==> config.mk <==
export PLATFORM = sky130hd
export DESIGN_NAME = freq_gate_meter
export DESIGN_NICKNAME = d
export VERILOG_FILES = /design/src/rtl/fm_pkg.sv /design/src/rtl/fm_tick.sv /design/src/rtl/fm_seq.sv /design/src/rtl/fm_edge.sv /design/src/rtl/fm_bcd.sv /design/src/rtl/freq_gate_meter.sv
export SDC_FILE = /design/constraint.sdc
export NUM_CORES = 1
export LEC_CHECK = 0
export BUFFER_PORTS_ARGS = -buffer_cell sky130_fd_sc_hd__buf_2
export CORE_AREA = 2 2 98 72
export DETAILED_ROUTE_END_ITERATION = 8
export DIE_AREA = 0 0 100 74
export PLACE_DENSITY = 0.79
export SLEW_MARGIN = 20
export SYNTH_ARGS = -nofsm -noshare
export SYNTH_HDL_FRONTEND = slang
export SYNTH_SLANG_ARGS = --single-unit
==> constraint.sdc <==
create_clock -name clk_ref -period 2.4 [get_ports clk_ref]
set_clock_uncertainty 0.05 [all_clocks]
set_input_delay 0.12 -clock clk_ref [delete_from_list [all_inputs] [get_ports clk_ref]]
set_output_delay 0.12 -clock clk_ref [all_outputs]
set_load 0.05 [all_outputs]
==> src/rtl/fm_pkg.sv <==
package fm_pkg;
  localparam int SEQ_W  = 5;
  localparam int NPHASE = 2 * SEQ_W;
  typedef logic [SEQ_W-1:0] seq_t;

  // one decimal step, wrapping 9 -> 0
  function automatic logic [3:0] bcd_step(input logic [3:0] d);
    return (d == 4'd9) ? 4'd0 : d + 4'd1;
  endfunction

  // a legal twisted-ring pattern has at most one 0/1 boundary
  function automatic logic seq_legal(input seq_t s);
    int t;
    t = 0;
    for (int i = 0; i < SEQ_W - 1; i++)
      if (s[i] != s[i+1]) t++;
    return (t <= 1);
  endfunction

  // shift with inverted feedback; illegal patterns recover to all zeros
  function automatic seq_t seq_next(input seq_t s);
    if (!seq_legal(s)) return '0;
    return {s[SEQ_W-2:0], ~s[SEQ_W-1]};
  endfunction

  // two-bit decode of each of the ten phases
  function automatic logic [NPHASE-1:0] seq_decode(input seq_t s);
    logic [NPHASE-1:0] d;
    d[0]     = ~s[SEQ_W-1] & ~s[0];
    d[SEQ_W] =  s[SEQ_W-1] &  s[0];
    for (int i = 1; i < SEQ_W; i++) begin
      d[i]         =  s[i-1] & ~s[i];
      d[SEQ_W + i] = ~s[i-1] &  s[i];
    end
    return d;
  endfunction
endpackage

==> src/rtl/fm_tick.sv <==
module fm_tick #(
  parameter int DIV_BITS = 15
) (
  input  logic clk,
  input  logic rst_n,
  output logic tick
);
  logic [DIV_BITS-1:0] cnt;

  assign tick = &cnt;

  always_ff @(posedge clk or negedge rst_n)
    if (!rst_n) cnt <= '0;
    else        cnt <= cnt + 1'b1;
endmodule

==> src/rtl/fm_seq.sv <==
module fm_seq
  import fm_pkg::*;
(
  input  logic              clk,
  input  logic              rst_n,
  input  logic              adv,
  output seq_t              state,
  output logic [NPHASE-1:0] phase
);
  always_ff @(posedge clk or negedge rst_n)
    if (!rst_n)   state <= '0;
    else if (adv) state <= seq_next(state);

  assign phase = seq_decode(state);


  seq_hold_chk: assert property (@(posedge clk) disable iff (!rst_n)
    !adv |=> $stable(state)) else $error("sequencer moved without tick");
endmodule

==> src/rtl/fm_edge.sv <==
module fm_edge (
  input  logic clk,
  input  logic rst_n,
  input  logic din,
  output logic rise
);
  logic s1, s2, s3;

  always_ff @(posedge clk or negedge rst_n)
    if (!rst_n) {s1, s2, s3} <= 3'b000;
    else        {s1, s2, s3} <= {din, s1, s2};

  assign rise = s2 & ~s3;


  rise_single_chk: assert property (@(posedge clk) disable iff (!rst_n)
    rise |=> !rise) else $error("edge reported twice");
endmodule

==> src/rtl/fm_bcd.sv <==
module fm_bcd
  import fm_pkg::*;
#(
  parameter int DIGITS = 5
) (
  input  logic                clk,
  input  logic                rst_n,
  input  logic                clr,
  input  logic                inc,
  output logic [4*DIGITS-1:0] val,
  output logic                ovf
);
  logic [DIGITS:0] run;   // run[i]: all digits below i are 9
  logic            full, step;

  assign run[0] = 1'b1;
  for (genvar g = 0; g < DIGITS; g++) begin : g_dig
    assign run[g+1] = run[g] & (val[4*g +: 4] == 4'd9);

    bcd_digit_chk: assert property (@(posedge clk) disable iff (!rst_n)
      val[4*g +: 4] <= 4'd9) else $error("digit out of range");
  end

  assign full = run[DIGITS];
  assign step = inc & ~full;

  always_ff @(posedge clk or negedge rst_n)
    if (!rst_n) begin
      val <= '0;
      ovf <= 1'b0;
    end else if (clr) begin
      val <= '0;
      ovf <= 1'b0;
    end else begin
      if (step)
        for (int i = 0; i < DIGITS; i++)
          if (run[i]) val[4*i +: 4] <= bcd_step(val[4*i +: 4]);
      if (inc && full) ovf <= 1'b1;
    end


  sat_hold_chk: assert property (@(posedge clk) disable iff (!rst_n)
    full && !clr |=> $stable(val)) else $error("count moved past all nines");

  count_idle_chk: assert property (@(posedge clk) disable iff (!rst_n)
    !inc && !clr |=> $stable(val) && $stable(ovf)) else $error("count moved while idle");
endmodule

==> src/rtl/freq_gate_meter.sv <==
module freq_gate_meter
  import fm_pkg::*;
#(
  parameter int DIV_BITS = 15,
  parameter int DIGITS   = 5
) (
  input  logic                clk_ref,
  input  logic                rst_n,
  input  logic                sig_in,
  output logic [4*DIGITS-1:0] result_bcd,
  output logic                result_ovf,
  output logic                result_valid
);
  localparam int CW        = 4 * DIGITS;
  localparam int PH_COUNT  = 0;
  localparam int PH_STROBE = 2;
  localparam int PH_CLEAR  = 4;

  logic              tick, rise, win_en, cnt_clr, strobe_n, strobe_n_q, load;
  seq_t              seq;
  logic [NPHASE-1:0] phase;
  logic [CW-1:0]     cnt_val;
  logic              cnt_ovf;

  fm_tick #(.DIV_BITS(DIV_BITS)) u_tick (.clk(clk_ref), .rst_n(rst_n), .tick(tick));
  fm_seq  u_seq  (.clk(clk_ref), .rst_n(rst_n), .adv(tick), .state(seq), .phase(phase));
  fm_edge u_edge (.clk(clk_ref), .rst_n(rst_n), .din(sig_in), .rise(rise));

  assign win_en   = phase[PH_COUNT];
  assign cnt_clr  = phase[PH_CLEAR];
  assign strobe_n = ~phase[PH_STROBE];

  fm_bcd #(.DIGITS(DIGITS)) u_bcd (
    .clk(clk_ref), .rst_n(rst_n), .clr(cnt_clr), .inc(rise & win_en),
    .val(cnt_val), .ovf(cnt_ovf)
  );

  // falling edge of the active-low strobe loads the display register
  assign load = ~strobe_n & strobe_n_q;

  always_ff @(posedge clk_ref or negedge rst_n)
    if (!rst_n) begin
      strobe_n_q   <= 1'b1;
      result_bcd   <= '0;
      result_ovf   <= 1'b0;
      result_valid <= 1'b0;
    end else begin
      strobe_n_q   <= strobe_n;
      result_valid <= load;
      if (load) begin
        result_bcd <= cnt_val;
        result_ovf <= cnt_ovf;
      end
    end


  seq_onehot_chk: assert property (@(posedge clk_ref) disable iff (!rst_n)
    $countones(phase) == 1) else $error("phase decode not one-hot");

  seq_step_chk: assert property (@(posedge clk_ref) disable iff (!rst_n)
    tick |=> !$stable(seq)) else $error("sequencer missed a tick");

  latch_copy_chk: assert property (@(posedge clk_ref) disable iff (!rst_n)
    result_valid |-> result_bcd == $past(cnt_val)) else $error("reading not copied");

  hold_chk: assert property (@(posedge clk_ref) disable iff (!rst_n)
    !load |=> $stable(result_bcd) && $stable(result_ovf)) else $error("reading changed between strobes");

  valid_pulse_chk: assert property (@(posedge clk_ref) disable iff (!rst_n)
    result_valid |=> !result_valid) else $error("valid wider than one cycle");
endmodule

==> metrics.md <==
| Metric | Value |
|---|---|
| Tmin final | 2.266 ns |
| Dpl ws | approximately 0.15 ns |
| WHS Endpoint | u_edge.s2$_DFF_PN0_ |
| Multi-input gate area | 1336 µm² |
| Unique cell type count in the Yosys netlist | 36 |
| Crit-path cells | or4b_4 -> or4_4 -> or4_1 -> a21oi_1 |
| Yosys warning count | 0 |
| CP peak stage delay | 0.54 ns |
| Die Ht | 74 µm |
| Initial DRC count | ~130 |
| Clk slew on worst S/H paths | 0.07 ns |
| Area grow syn2layout | 15.80% |
| Routed length per instance | about 15 µm |
| Clock root buffer | clkbuf_8 |
| Reg2Reg Setup Slack | 0.13 ns |
| Max frequency | 441.3 MHz |
| Final total power | 2.357 mW |
| Worst Hold Depth | 0 |
| WL final | a little under 6000 µm |
| Post-DP HPWL | 4179 µm |
| CTS buffer count | 9 |
| DRC | 0 |
| Largest net degree at the start of global routing | 37 |
| Antenna violations before repair | 0 |
| Core footprint | 6506 µm² |
| TritonCTS clock tree | yes |
| Critical Path RT | around 2.6 ns |
| MaxCap Viol Count | 0 |
| Tcrit/Tclk final | a little over nine tenths |
| Mapped cell area | 3119 µm² |
| H-tree depth | 3 |
| Crit Path Class | reg2reg |
| Post-Syn Nets | 295 |
| Pleak | between 1.5 and 2 nW |
| Die Wd | 100 µm |
| FF-to-FF Start | u_seq.state[0]$_DFFE_PN0P_ |
| Crit path DAT | between 2 and 2.5 ns |
| Max-slew headroom | 51.03% |
| GR Overflow Total | 0 |
| IO Pins | 25 |
| Cell taking the most area after synthesis | dfrtp_1 |
| Pwr Density | 652.5 nW/µm² |
| Combinational power share | ~6.3% |
| # setup viols final | 0 |
| Synth area leaders | dfrtp_1, mux2_2, ha_1, nand3_1, xnor2_1 |
| Die footprint | 7400 µm² |
| CP Max Fanout | 11 |
| DRT antenna net count | 0 |
| Number of diodes | 0 |
| GPL Wtd Cong | just under 0.9 |
| Fillers | 554 |
| First-pass GRT wire length | 9991 µm |
| Mean Syn Cell Area | 11.26 µm² |
| Async S/R FF share, synth | 100.0% |
| Post-layout worst setup margin | roughly 0.13 ns |
| Post-Syn Instances | 277 |
| First-pass DRT Iterations | 4 |
| Final Hold Fails | 0 |
| Placed Cells | 384 |
| Nets | 334 |
| Worst path top cell family by delay | simple AND/OR/NAND/NOR gates |
| Sequential share of the synthesized area | 53.79% |
| Setup_tns | 0 ns |
| Synthesis-stage register bit count | 67 |
| Post-synth EDFFs | 0 |
| GRT Util Overall | between 15 and 20% |
| Max VDD drop | 0.0002404 V |
| Area share of the largest cell type after synthesis | 52.95% |
| Reg2Reg Capture Point | u_bcd.val[19]$_DFFE_PN0P_ |
| Ys flop type | dfrtp_1 |
| Worst-Margin Slew | 0.7346 ns |
| Post-CTS Setup Bufs | 0 |
| CP startpoint kind | flop |
| Slowest CP cell | or4b_4 |
| Status | complete, no violations |
| Layout cells sized above 1 | 21.50% |
| CP Capture Type | flop |
| Crit path buf inv count | 0 |
| Part of the power in registers | 51.7% |
| Hold Crit Class | reg2reg |
| I/O Buffers | 24 |
| Switching fraction of total power | 23.08% |
| Unrepaired setup endpoints after global routing | false |
| Internal power | 1.813 mW |
| Final Slew Violations | 0 |
| Vias in the first global route | between 2000 and 2500 |
| Final std cells w/o fill | ~400 |
| P_sw | 0.5441 mW |
| WHS | between 0.3 and 0.4 ns |
| Clock buffer depth | 2 |
| Clk pwr share | 42.0% |
| Routed via count | 2200 |
| Hold Path Origin | u_edge.s1$_DFF_PN0_ |
| Vias per Instance | approximately 5.5 |
| Register area | approximately 1700 µm² |
| Rows | 25 |
| Reg2Reg Depth | 4 |
| Worst-skew pair later-pin latency | 0.34 ns |
| Clk sinks | 67 |
| Starting density of the core | roughly 48% |
==> sequential cells by signal, summed over array words and instances (netlist names) <==
signal	flops
u_edge.s1	1
result_bcd	20
u_edge.s3	1
result_ovf	1
u_seq.state	5
strobe_n_q	1
u_bcd.val	20
result_valid	1
u_tick.cnt	15
u_bcd.ovf	1
u_edge.s2	1
==> logic make-up after synthesis <==
kind of cell	count (synthesis)	synth area share (%)
buf+inv	24	3.369
compound gates	44	8.945
mux	20	7.100
flops	67	53.79
fa+ha+maj	15	6.017
xor+xnor	17	4.773
simple gates	90	16.01
==> worst max-delay path by stage <==
stage,startpoint,endpoint,cells after the start
2_1_floorplan,u_seq.state[0]$_DFFE_PN0P_,u_bcd.val[18]$_DFFE_PN0P_,6
3_3_place_gp,u_seq.state[0]$_DFFE_PN0P_,u_bcd.val[19]$_DFFE_PN0P_,4
3_5_place_dp,u_seq.state[0]$_DFFE_PN0P_,u_bcd.val[19]$_DFFE_PN0P_,4
4_1_cts,u_seq.state[0]$_DFFE_PN0P_,u_bcd.val[19]$_DFFE_PN0P_,4
5_1_grt,u_bcd.val[1]$_DFFE_PN0P_,u_bcd.val[19]$_DFFE_PN0P_,6
6_report,u_seq.state[0]$_DFFE_PN0P_,u_bcd.val[19]$_DFFE_PN0P_,4
==> cell usage after synthesis, drive strengths merged (7+ instances only) <==
cell,n
dfrtp,66
nand3,21
mux2,17
inv,16
nand2,16
ha,15
o21ai,13
a21oi,12
nor2,11
nor3,11
xnor2,10
o2bb2ai,9
nand3b,7
xor2,7
==> per-stage QoR <==
| step | cell area, µm² | util, % |
|---|---|---|
| detailed placement | 3383 | 52.00 |
| finish | 3612 | 55.52 |
| global placement | 3383 | 52.00 |
| CTS | 3612 | 55.52 |
| floorplan | 3119 | - |
| global route | 3612 | 55.52 |
==> placed cells by master, fill, tap and decap left out, types with 10 or more instances in the layout <==
| master | n |
|---|---|
| a21oi_1 | 12 |
| buf_2 | 24 |
| dfrtp_1 | 66 |
| ha_1 | 15 |
| inv_1 | 16 |
| mux2_2 | 17 |
| nand2_1 | 16 |
| nand3_1 | 21 |
| nor2_1 | 11 |
| nor3_1 | 11 |
| o21ai_0 | 13 |
| xnor2_1 | 10 |
==> final cells by class <==
type                       count  share of cell area, %
sequential                    67                  46.45
multi-input combinational    186                  36.99
timing repair buffer          36                  6.304
clock buffer                  11                  3.637
tap                           81                  2.806
clock inverter                 5                  2.148
inverter                      16                  1.663
==> per-layer routing <==
metal / routed length, µm / track usage, % / share of wire (%) / vias to the layer above
met5: 0 / 0 / 0 / -
met4: 77 / 5.936 / 1.3 / 0
met3: 295 / 5.545 / 5.0 / 10
met2: 2557 / 26.88 / 43 / 50
met1: 3016 / 23.68 / 51 / 1058
li1: - / - / - / 1082
==> power by group through the flow <==
stage	clock network [mW]	registers, mW	logic, mW
3_3_place_gp	0	1.23	0.138
2_1_floorplan	0	1.22	0.0934
6_report	0.991	1.22	0.148
3_5_place_dp	0	1.24	0.146
4_1_cts	1.01	1.22	0.150
5_1_grt	1.06	1.23	0.174
==> timing repair <==
item                      in CTS  in global routing
hold buffers                   2                  0
hold endpoints to repair      32                  0
resized for setup              0                  0
Note: power is estimated with default switching activity, not from simulation.
